===== src/rtl/dram_seq_pkg.sv =====
package dram_seq_pkg;
    localparam int RANK_W = 1;
    localparam int BANK_W = 3;
    localparam int ROW_W  = 14;
    localparam int COL_W  = 11;
    localparam int OFS_W  = 6;
    localparam int BEAT_W = 3;
    localparam int CBLK_W = COL_W - BEAT_W;
    localparam int ADDR_W = OFS_W + CBLK_W + BANK_W + ROW_W + RANK_W;
    localparam int BEATS  = 1 << BEAT_W;
    localparam int NRANK  = 1 << RANK_W;
    localparam int DQ_W   = 64;
    localparam int BLK_W  = DQ_W * BEATS;
    localparam int IDX_W  = RANK_W + BANK_W;

    typedef enum logic [2:0] {
        CMD_NOP = 3'd0,
        CMD_PRE = 3'd1,
        CMD_ACT = 3'd2,
        CMD_RD  = 3'd3,
        CMD_WR  = 3'd4
    } cmd_e;

    typedef enum logic [2:0] {
        ST_IDLE,
        ST_PRE,
        ST_ACT,
        ST_COL,
        ST_CLOSE
    } seq_st_e;

    // field order follows the address bits from high to low
    typedef struct packed {
        logic [RANK_W-1:0] rank;
        logic [ROW_W-1:0]  row;
        logic [BANK_W-1:0] bank;
        logic [CBLK_W-1:0] cblk;
    } loc_t;

    function automatic loc_t split_addr(input logic [ADDR_W-1:0] a);
        return loc_t'(a[ADDR_W-1:OFS_W]);
    endfunction

    function automatic logic [IDX_W-1:0] bank_idx(input loc_t l);
        return {l.rank, l.bank};
    endfunction
endpackage


===== src/rtl/dram_addr_split.sv =====
module dram_addr_split
    import dram_seq_pkg::*;
(
    input  logic [ADDR_W-1:0] addr,
    output loc_t              loc
);
    always_comb loc = split_addr(addr);
endmodule


===== src/rtl/dram_row_tracker.sv =====
module dram_row_tracker
    import dram_seq_pkg::*;
#(
    parameter int N_IDX_W = IDX_W,
    parameter int N_ROW_W = ROW_W
) (
    input  logic               clk,
    input  logic               rst,
    input  logic [N_IDX_W-1:0] lk_idx,
    input  logic [N_ROW_W-1:0] lk_row,
    output logic               lk_open,
    output logic               lk_hit,
    input  logic               upd_pre,
    input  logic               upd_act,
    input  logic [N_IDX_W-1:0] upd_idx,
    input  logic [N_ROW_W-1:0] upd_row
);
    localparam int NB = 1 << N_IDX_W;

    logic [NB-1:0]      vld;
    logic [N_ROW_W-1:0] rows [NB];

    always_ff @(posedge clk) begin
        if (rst) begin
            vld <= '0;
        end else begin
            for (int e = 0; e < NB; e++) begin
                if (upd_idx == N_IDX_W'(e)) begin
                    if (upd_pre) begin
                        vld[e] <= 1'b0;
                    end else if (upd_act) begin
                        vld[e]  <= 1'b1;
                        rows[e] <= upd_row;
                    end
                end
            end
        end
    end

    assign lk_open = vld[lk_idx];
    assign lk_hit  = vld[lk_idx] && (rows[lk_idx] == lk_row);

    // reset leaves every bank without an open row
    a_r11_reset_clear: assert property (@(posedge clk) rst |=> (vld == '0));
    // one bank record changes per cycle at most
    a_r12_one_update: assert property (@(posedge clk) disable iff (rst)
        !(upd_pre && upd_act));
    // a precharge leaves its bank closed
    a_r5_pre_closes: assert property (@(posedge clk) disable iff (rst)
        upd_pre |=> !vld[$past(upd_idx)]);
endmodule


===== src/rtl/dram_row_sequencer.sv =====
module dram_row_sequencer
    import dram_seq_pkg::*;
#(
    parameter int T_RP  = 3,
    parameter int T_RCD = 3,
    parameter int T_WR  = 2
) (
    input  logic               clk,
    input  logic               rst,
    input  logic               closed_policy,
    input  logic               req_valid,
    output logic               req_ready,
    input  logic               req_write,
    input  logic [ADDR_W-1:0]  req_addr,
    input  logic [BLK_W-1:0]   req_wdata,
    output logic               rsp_valid,
    output logic [DQ_W-1:0]    rsp_data,
    output logic               rsp_last,
    output logic [2:0]         dram_cmd,
    output logic [NRANK-1:0]   dram_cs_n,
    output logic [BANK_W-1:0]  dram_bank,
    output logic [ROW_W-1:0]   dram_addr,
    output logic [DQ_W-1:0]    dram_dq_out,
    output logic               dram_dq_oe,
    input  logic [DQ_W-1:0]    dram_dq_in
);
    localparam int GAP_W = $clog2(T_RP + T_RCD + T_WR + 1);

    seq_st_e           state;
    loc_t              in_loc, cur, lk_loc;
    logic              cur_wr;
    logic [BLK_W-1:0]  wblk;
    logic [BEAT_W-1:0] beat;
    logic [GAP_W-1:0]  gap;
    logic              lk_open, lk_hit, issue;
    cmd_e              cmd;

    dram_addr_split u_split (.addr(req_addr), .loc(in_loc));

    assign lk_loc = (state == ST_IDLE) ? in_loc : cur;

    assign issue = (gap == '0) && (state != ST_IDLE);

    always_comb begin
        unique case (state)
            ST_PRE, ST_CLOSE: cmd = CMD_PRE;
            ST_ACT:           cmd = CMD_ACT;
            ST_COL:           cmd = cur_wr ? CMD_WR : CMD_RD;
            default:          cmd = CMD_NOP;
        endcase
        if (!issue) cmd = CMD_NOP;
    end

    dram_row_tracker u_track (
        .clk    (clk),
        .rst    (rst),
        .lk_idx (bank_idx(lk_loc)),
        .lk_row (lk_loc.row),
        .lk_open(lk_open),
        .lk_hit (lk_hit),
        .upd_pre(cmd == CMD_PRE),
        .upd_act(cmd == CMD_ACT),
        .upd_idx(bank_idx(cur)),
        .upd_row(cur.row)
    );

    always_ff @(posedge clk) begin
        if (rst) begin
            state  <= ST_IDLE;
            gap    <= '0;
            beat   <= '0;
            cur    <= '0;
            cur_wr <= 1'b0;
            wblk   <= '0;
        end else begin
            if (gap != '0) gap <= gap - 1'b1;
            unique case (state)
                ST_IDLE: if (req_valid) begin
                    cur    <= in_loc;
                    cur_wr <= req_write;
                    wblk   <= req_wdata;
                    beat   <= '0;
                    state  <= lk_hit ? ST_COL : (lk_open ? ST_PRE : ST_ACT);
                end
                ST_PRE: if (gap == '0) begin
                    gap   <= GAP_W'(T_RP - 1);
                    state <= ST_ACT;
                end
                ST_ACT: if (gap == '0) begin
                    gap   <= GAP_W'(T_RCD - 1);
                    state <= ST_COL;
                end
                ST_COL: if (gap == '0) begin
                    beat <= beat + 1'b1;
                    if (beat == BEAT_W'(BEATS - 1)) begin
                        gap   <= GAP_W'(T_WR - 1);
                        state <= closed_policy ? ST_CLOSE : ST_IDLE;
                    end
                end
                ST_CLOSE: if (gap == '0) begin
                    gap   <= GAP_W'(T_RP - 1);
                    state <= ST_IDLE;
                end
                default: state <= ST_IDLE;
            endcase
        end
    end

    always_ff @(posedge clk) begin
        if (rst) begin
            rsp_valid <= 1'b0;
            rsp_last  <= 1'b0;
            rsp_data  <= '0;
        end else begin
            rsp_valid <= (cmd == CMD_RD);
            rsp_last  <= (cmd == CMD_RD) && (beat == BEAT_W'(BEATS - 1));
            rsp_data  <= dram_dq_in;
        end
    end

    assign req_ready   = (state == ST_IDLE);
    assign dram_cmd    = cmd;
    assign dram_cs_n   = (cmd == CMD_NOP) ? '1 : ~(NRANK'(1) << cur.rank);
    assign dram_bank   = cur.bank;
    assign dram_addr   = (state == ST_COL) ? ROW_W'({cur.cblk, beat}) : cur.row;
    assign dram_dq_oe  = (cmd == CMD_WR);
    assign dram_dq_out = dram_dq_oe ? wblk[int'(beat)*DQ_W +: DQ_W] : '0;

    // gap checkers: cycles since the last command of each kind, saturating
    logic [7:0] since_pre, since_act, since_col;
    always_ff @(posedge clk) begin
        if (rst) begin
            since_pre <= '1;
            since_act <= '1;
            since_col <= '1;
        end else begin
            since_pre <= (cmd == CMD_PRE) ? 8'd1 : (since_pre == '1 ? since_pre : since_pre + 1'b1);
            since_act <= (cmd == CMD_ACT) ? 8'd1 : (since_act == '1 ? since_act : since_act + 1'b1);
            since_col <= (cmd == CMD_RD || cmd == CMD_WR) ? 8'd1
                       : (since_col == '1 ? since_col : since_col + 1'b1);
        end
    end

    a_r9_pre_to_act: assert property (@(posedge clk) disable iff (rst)
        (dram_cmd == CMD_ACT) |-> (since_pre >= 8'(T_RP)));
    a_r9_act_to_col: assert property (@(posedge clk) disable iff (rst)
        (dram_cmd == CMD_RD || dram_cmd == CMD_WR) |-> (since_act >= 8'(T_RCD)));
    a_r9_col_to_pre: assert property (@(posedge clk) disable iff (rst)
        (dram_cmd == CMD_PRE || dram_cmd == CMD_ACT) |-> (since_col >= 8'(T_WR)));
    a_r2_cs_one_rank: assert property (@(posedge clk) disable iff (rst)
        (dram_cmd != CMD_NOP) |-> ($countones(~dram_cs_n) == 1));
    a_r2_cs_idle: assert property (@(posedge clk) disable iff (rst)
        (dram_cmd == CMD_NOP) |-> (dram_cs_n == '1));
    a_r7_beats_back_to_back: assert property (@(posedge clk) disable iff (rst)
        (($past(dram_cmd) == CMD_RD || $past(dram_cmd) == CMD_WR)
         && $past(dram_addr[BEAT_W-1:0]) != BEAT_W'(BEATS - 1))
        |-> (dram_cmd == $past(dram_cmd)));
    a_r10_ready_after_last: assert property (@(posedge clk) disable iff (rst)
        $rose(req_ready) |-> ($past(dram_cmd) == CMD_PRE || $past(dram_cmd) == CMD_RD
                              || $past(dram_cmd) == CMD_WR));
    a_r3_act_only_closed_bank: assert property (@(posedge clk) disable iff (rst)
        (dram_cmd == CMD_ACT) |-> !lk_open);
endmodule


===== config.mk =====
export PLATFORM = sky130hd
export DESIGN_NAME = dram_row_sequencer
export DESIGN_NICKNAME = d
export VERILOG_FILES = /design/src/rtl/dram_seq_pkg.sv /design/src/rtl/dram_addr_split.sv /design/src/rtl/dram_row_tracker.sv /design/src/rtl/dram_row_sequencer.sv
export SDC_FILE = /design/constraint.sdc
export NUM_CORES = 2
export LEC_CHECK = 0
export CAP_MARGIN = 10
export CORE_AREA = 2 2 296 298
export CTS_CLUSTER_DIAMETER = 200
export DETAILED_ROUTE_END_ITERATION = 8
export DIE_AREA = 0 0 298 300
export HOLD_SLACK_MARGIN = 0.03
export PLACE_DENSITY = 0.63
export SLEW_MARGIN = 25
export SYNTH_ARGS = -nofsm -noshare
export SYNTH_HDL_FRONTEND = slang
export SYNTH_SLANG_ARGS = --single-unit
export TNS_END_PERCENT = 1

===== constraint.sdc =====
create_clock -name clk -period 8.1 [get_ports clk]
set_clock_uncertainty 0.2 [all_clocks]
set_input_delay 1.62 -clock clk [delete_from_list [all_inputs] [get_ports clk]]
set_output_delay 1.62 -clock clk [all_outputs]
set_load 0.005 [all_outputs]

# Word level (Yosys, flattened, before mapping)

Memories as Yosys holds them, arrays and structs flattened.
Cells that the tools add are included.
Widths: inputs -> output; s select.

Add/subtract/negate cells: 2
Multiply operators: 0
Div/mod/pow operators: 0
Order comparisons: 1
Eq/ne operators: 31
Shift operators: 2
Mux-type cells: 124
Bitwise logic cells: 1
Reduce and logical (&&, ||, !) cells: 47

Operator list:

| operator           | number |
|---|---|
| $shiftx 512x10->64 | 1 |
| $mux 14            | 16 |
| $reduce_or 14->1   | 15 |
| $mux 4             | 19 |
| $mux 1             | 68 |
| $mux 64            | 1 |
| $reduce_and 2->1   | 17 |
| $mux 3             | 11 |
| $eq 4x4->1 const B | 8 |
| $mux 26            | 1 |
| $eq 4x3->1 const B | 4 |
| $pmux 3 s5         | 1 |
| $eq 14x14->1       | 1 |
| $eq 3x2->1 const B | 4 |
| $ne 2x2->1 const B | 6 |
| $eq 3x3->1 const B | 3 |
| $pmux 3 s3         | 1 |
| $eq 4x2->1 const B | 2 |
| $logic_not 4->1    | 2 |
| $pmux 4 s2         | 1 |
| $eq 3x1->1 const B | 2 |
| $logic_not 3->1    | 2 |
| $mux 2             | 3 |
| $pmux 3 s2         | 1 |
| other kinds (15)   | 18 |

Register bits after elaboration: 631
Latch bits: 0
Bits in writable memories: 224
ROM bits: 0
Bits of input ports: 613
Memories kept: 1

Memory list:

| name         | words | bits a word | rd ports | clocked after Yosys merged registers in | write ports | RTL line               | source |
|---|---|---|---|---|---|---|---|
| u_track.rows | 16    | 14          | 1        | 0                                       | 1           | dram_row_tracker.sv:21 | `logic [N_ROW_W-1:0] rows [NB];` |

# Logic depth before layout (Yosys ltp)

Word-level depth: 26
Depth in mapped cells: 14
Gate-level depth less buffers: 11

# Cells and area by module

Synthesis repeated with hierarchy kept, for this count alone.

Cell total of the unflattened synthesis: 3438
Area, all modules: 35220.0 um^2

Modules (own cells, without submodules):

| module             | times used | cells each | area each (um^2) | seq. area each (um^2) |
|---|---|---|---|---|
| dram_row_sequencer | 1          | 2932       | 25400.6          | 12311.8 |
| dram_row_tracker   | 1          | 480        | 9624.2           | 7046.8 |
| dram_addr_split    | 1          | 26         | 195.2            | 0.0 |

# Worst setup path before layout

No wires, ideal clock.

Path kind: input port to flip-flop
Start point: in req_addr[16]
End point: reg state[1]
Library setup time: 0.069 ns
Data arrival time: 3.959 ns
Data required time: 7.831 ns
Setup slack: 3.872 ns
Cell stages on the path: 11
Cells stage by stage: or4b_1 -> buf_2 -> nand2_2 -> buf_6 -> mux2_2 -> mux4_2 -> o211ai_1 -> xnor2_1 -> nand3_1 -> a2111o_1 -> o21ai_1

Cells in the longest elaborated chain, start to end: 7

Ends and longest elaborated chain:

| item                                        | RTL line                                         | source |
|---|---|---|
| start, declared                             | dram_row_sequencer.sv:14                         | `input logic [ADDR_W-1:0] req_addr,` |
| $mux 26 (*)                                 | dram_row_sequencer.sv:40                         | `assign lk_loc = (state == ST_IDLE) ? in_loc : cur;` |
| $mem_v2 16x14 or $bmux 1 s4 (tied branches) | -                                                |  |
| $eq 14x14->1 or $mux 1 (tied branches)      | dram_row_tracker.sv:41, dram_row_tracker.sv:40   |  |
| $logic_and 1x1->1 or $mux 2 (tied branches) | dram_row_tracker.sv:41, dram_row_sequencer.sv:83 |  |
| $mux 2 (*)                                  | dram_row_sequencer.sv:83                         | `state <= lk_hit ? ST_COL : (lk_open ? ST_PRE : ST_ACT);` |
| $mux 3 (*)                                  | dram_row_sequencer.sv:78                         | `ST_IDLE: if (req_valid) begin` |
| $pmux 3 s5 (*)                              | dram_row_sequencer.sv:77                         | `unique case (state)` |
| end signal, assigned                        | dram_row_sequencer.sv:83                         |  |
| end signal, assigned                        | dram_row_sequencer.sv:97                         | `state <= closed_policy ? ST_CLOSE : ST_IDLE;` |
| end, declared                               | dram_row_sequencer.sv:29                         | `seq_st_e state;` |

Every way passes the cells marked *; elsewhere a longest branch is shown, timed or not. The select of a mux whose other input is x is not followed.
A chain may end at the register's enable or synchronous reset.

# Worst setup path in the final report

Start point: reg state[2]
End point: out dram_dq_out[34]

Cells in the longest elaborated chain, start to end: 6

Ends and longest elaborated chain:

| item                                     | RTL line                  | source |
|---|---|---|
| $eq 3x3->1 or $eq 3x1->1 (tied branches) | dram_row_sequencer.sv:45  | `unique case (state)` |
| $reduce_or 2->1                          | dram_row_sequencer.sv:45  |  |
| $pmux 3 s3                               | dram_row_sequencer.sv:45  |  |
| $mux 3 (*)                               | dram_row_sequencer.sv:51  | `if (!issue) cmd = CMD_NOP;` |
| $eq 3x3->1 (*)                           | -                         |  |
| $mux 64 (*)                              | dram_row_sequencer.sv:127 | `assign dram_dq_out = dram_dq_oe ? wblk[int'(beat)*DQ_W +: DQ_W] : '0;` |
| end, declared                            | dram_row_sequencer.sv:23  | `output logic [DQ_W-1:0] dram_dq_out,` |

Every way passes the cells marked *; elsewhere a longest branch is shown, timed or not.

==> summary.md <==
| Metric | Value |
|---|---|
| GRT met2 Usage | 43.2% |
| Fill cells | 7853 |
| TritonRoute pass-1 iters | 5 |
| Initial antenna violation count | 44 |
| Max_slew headroom | 20.8% |
| Worst path most repeated cell | nor2_1 |
| Worst EP required | 6.28 ns |
| Grt met3 use | 7.44% |
| PD cells | 280 mW/mm^2 |
| Die Width | 298 um |
| Cell count after synthesis | 3652 |
| WP buf/inv | 3 |
| Register bit total from synthesis | 855 |
| CTS root buf | clkbuf_16 |
| Worst min path class | register to register |
| Vias in the first global route | 27789 |
| Vias after detailed routing | 29136 |
| Core box area | 0.0862 mm^2 |
| Status | finished, final reports clean |
| Wire per inst | 22.2 um |
| Netlist cell types | 68 |
| CP Depth | 7 |
| Slowest cell on crit path | dfxtp_1 |
| Syn. warnings | 0 |
| Num Clock Sinks | 855 |
| Drt drc | 0 |
| Comb power frac | 27.1% |
| Worst hold stages | 2 |
| Max VDD drop | 0.000194 V |
| Mapped cell area | 0.0352 mm^2 |
| EDFF count, synth | 224 |
| # rows | 108 |
| Arrival time at the worst endpoint | 3.81 ns |
| Via density | 5.29 |
| Final cycle utilization of the critical path | 69.6% |
| Seq/Total Area, Yosys | 55.0% |
| Gr busiest metal | met2 |
| CTS tree | built |
| Count of input and output buffers | 760 |
| Num CTS Buffers | 92 |
| Largest net degree at the start of global routing | 214 |
| Hold-fix buffers, CTS | 0 |
| Routed Antenna Nets | 0 |
| Psw | 4.27 mW |
| Syn Area/Cell | 9.64 um^2 |
| H-tree levels | 3 |
| Top cells by area in the synthesized netlist | dfxtp_1 (36%), edfxtp_1 (19%), nand2_1 (13%) |
| M1 GR Usage | 33.5% |
| Longest Clk Path Bufs | 3 |
| Cells after DPL | 5317 |
| Hold Vio Cnt, Final | 0 |
| Placed wire-length estimate | 84000 um |
| CP max stage delay | 0.96 ns |
| Non-filler cells, final | 5511 |
| Reg clk slew, reported paths | 0.06 ns |
| Share of layout cells above drive strength 1 | 8.86% |
| Least-Margin Pin Slew | 1.19 ns |
| Most common cell in the synthesized netlist | nand2_1 |
| Sw Share | 32.5% |
| I/O pin count | 767 |
| Seq pwr share | 40.6% |
| Starting density of the core | 40.8% |
| PostCTS Resize Cnt | 0 |
| Fin nets | 4876 |
| Routed WL | 122000 um |
| F_max | 0.177 GHz |
| Cells along the critical path | inv_1 > nand3_1 > nor2_1 > nand2_4 > buf_4 > nor2_1 > clkdlybuf4s50_1 |
| List of most frequent post-synthesis cells | nand2_1 (1194), dfxtp_1 (631), a21oi_1 (557) |
| Total GRT Usage | 26.3% |
| FF-to-FF path depth | 8 |
| Clk pwr share | 32.3% |
| Crit-path max FO | 60 |
| Max-slew violations | 0 |
| # Post-CTS Setup Buffers | 0 |
| CP top delay family | buffers and inverters |
| First-pass GRT wire length | 178000 um |
| Die area | 0.0894 mm^2 |
| Fin crit period | 5.63 ns |
| Setup Crit Path Kind | register to output port |
| P_int | 8.87 mW |
| Overflow after GRT | 0 |
| Leakage Power | 16.3 nW |
| Critical Path Source Type | register |
| Most common flop cell mapped by yosys | dfxtp_1 |
| Routability cong. | 0.873 |
| Ys async rst share | 0% |
| Final setup viols | 0 |
| RSZ-0062 raised after global routing | false |
| Clk_lat worst skew | 0.68 ns |
| Setup TNS | 0 ns |
| Synthesized Nets | 4269 |
| Synth area leader | dfxtp_1 |
| Setup crit end kind | output port |
| Max Cap Violations | 0 |
| Die height | 300 um |
| DRT iter0 DRCs | 2446 |
| Area delta synth->final | 33.1% |
| Area fraction of the dominant cell type after synthesis | 35.9% |
-- metal layers --
layer  vias to the layer above  part of all wire (%)
li1                      13835                     -
met4                        30                   2.8
met5                         -                  0.16
met1                     14066                    40
met3                       203                   8.5
met2                      1002                    48
-- area by class of cell --
class,instances,area (um^2),share of cell area (%)
Sequential cell,855,19400,41.3
Multi-Input combinational cell,2494,14800,31.6
Timing Repair Buffer,806,8100,17.3
Clock buffer,128,2620,5.59
Tap cell,1155,1450,3.08
Clock inverter,40,427,0.910
Antenna cell,23,57.6,0.123
Inverter,10,37.5,0.0801
-- kinds of logic (layout without fill, tap and decap cells) --
family          count (synthesis)  in the layout  synth area share (%)
simple gates                 1493           1493                  17.2
other cells                     0             23                     0
mux                           255            255                  12.2
xor+xnor                       21             21                 0.522
fa+ha+maj                       4              4                 0.142
flops                         855            855                  55.0
compound gates                721            721                  11.5
buf+inv                       303            984                  3.52
-- state kept, by name (all words and copies together), names as in the netlist --
| name | flops |
|---|---|
| rsp_valid | 1 |
| dram_bank | 3 |
| u_track.rows | 224 |
| rsp_data | 64 |
| cur | 23 |
| cur_wr | 1 |
| gap | 4 |
| u_track.vld | 16 |
| rsp_last | 1 |
| wblk | 512 |
| beat | 3 |
| state | 3 |
-- final timing paths --
path                   from               to  slack, ns
setup / recovery   state[2]  dram_dq_out[34]       2.47
hold / removal    wblk[424]        wblk[424]       0.25
setup reg to reg   state[2]        wblk[416]       3.70
hold reg to reg   wblk[424]        wblk[424]       0.25
-- worst reg2reg max path, cell delays in order (launching register included) --
cell and delay, ns:
dfxtp_1 0.96, inv_1 0.21, nand2_1 0.31, inv_2 0.28, nand2_4 0.50, buf_4 0.60, buf_4 0.89, nand2_1 0.24
a21oi_1 0.16
-- through the flow --
step / utilization [%] / cell area (um^2) / setup WS [ns] / hold WS, ns / total power [mW]
4_1_cts: 54.2 / 46800 / 2.44 / 0.252 / 13.2
2_1_floorplan: - / 35200 / 3.87 / 0.233 / 7.71
3_5_place_dp: 50.7 / 43700 / 2.35 / 0.243 / 8.97
3_3_place_gp: 50.7 / 43700 / 2.37 / 0.239 / 8.90
6_report: 54.4 / 46900 / 2.47 / 0.248 / 13.1
5_1_grt: 54.4 / 46900 / 2.26 / 0.264 / 13.8
-- power groups by stage --
stage,Clock (mW),Combinational [mW],Sequential (mW)
6_report,4.25,3.56,5.33
5_1_grt,4.49,3.91,5.40
4_1_cts,4.32,3.56,5.33
3_5_place_dp,0,3.55,5.42
3_3_place_gp,0,3.51,5.40
2_1_floorplan,0,2.42,5.29
-- placed cells by master, fill, tap and decap left out, types with 7 or more instances in the layout --
master              n
clkbuf_8           16
clkbuf_1           19
clkinv_1            7
clkbuf_16          93
a32oi_1            12
buf_12              7
edfxtp_1          224
nand3_1             9
and2_1              8
o21ai_0            18
nor3_1              7
xnor2_1            14
mux2_2             17
a311oi_1            7
mux2i_1           101
inv_1               9
mux4_2            137
xor2_1              7
dfxtp_1           628
buf_4              33
o22ai_1            21
clkinv_2           17
nand2_1          1192
and3_1             37
a21oi_1           557
nor2_1            122
a211oi_1           45
clkdlybuf4s50_1   759
nor2b_1            66
nor3_4             16
a31oi_1            20
diode_2            23
(Power assumes the default switching activity.)
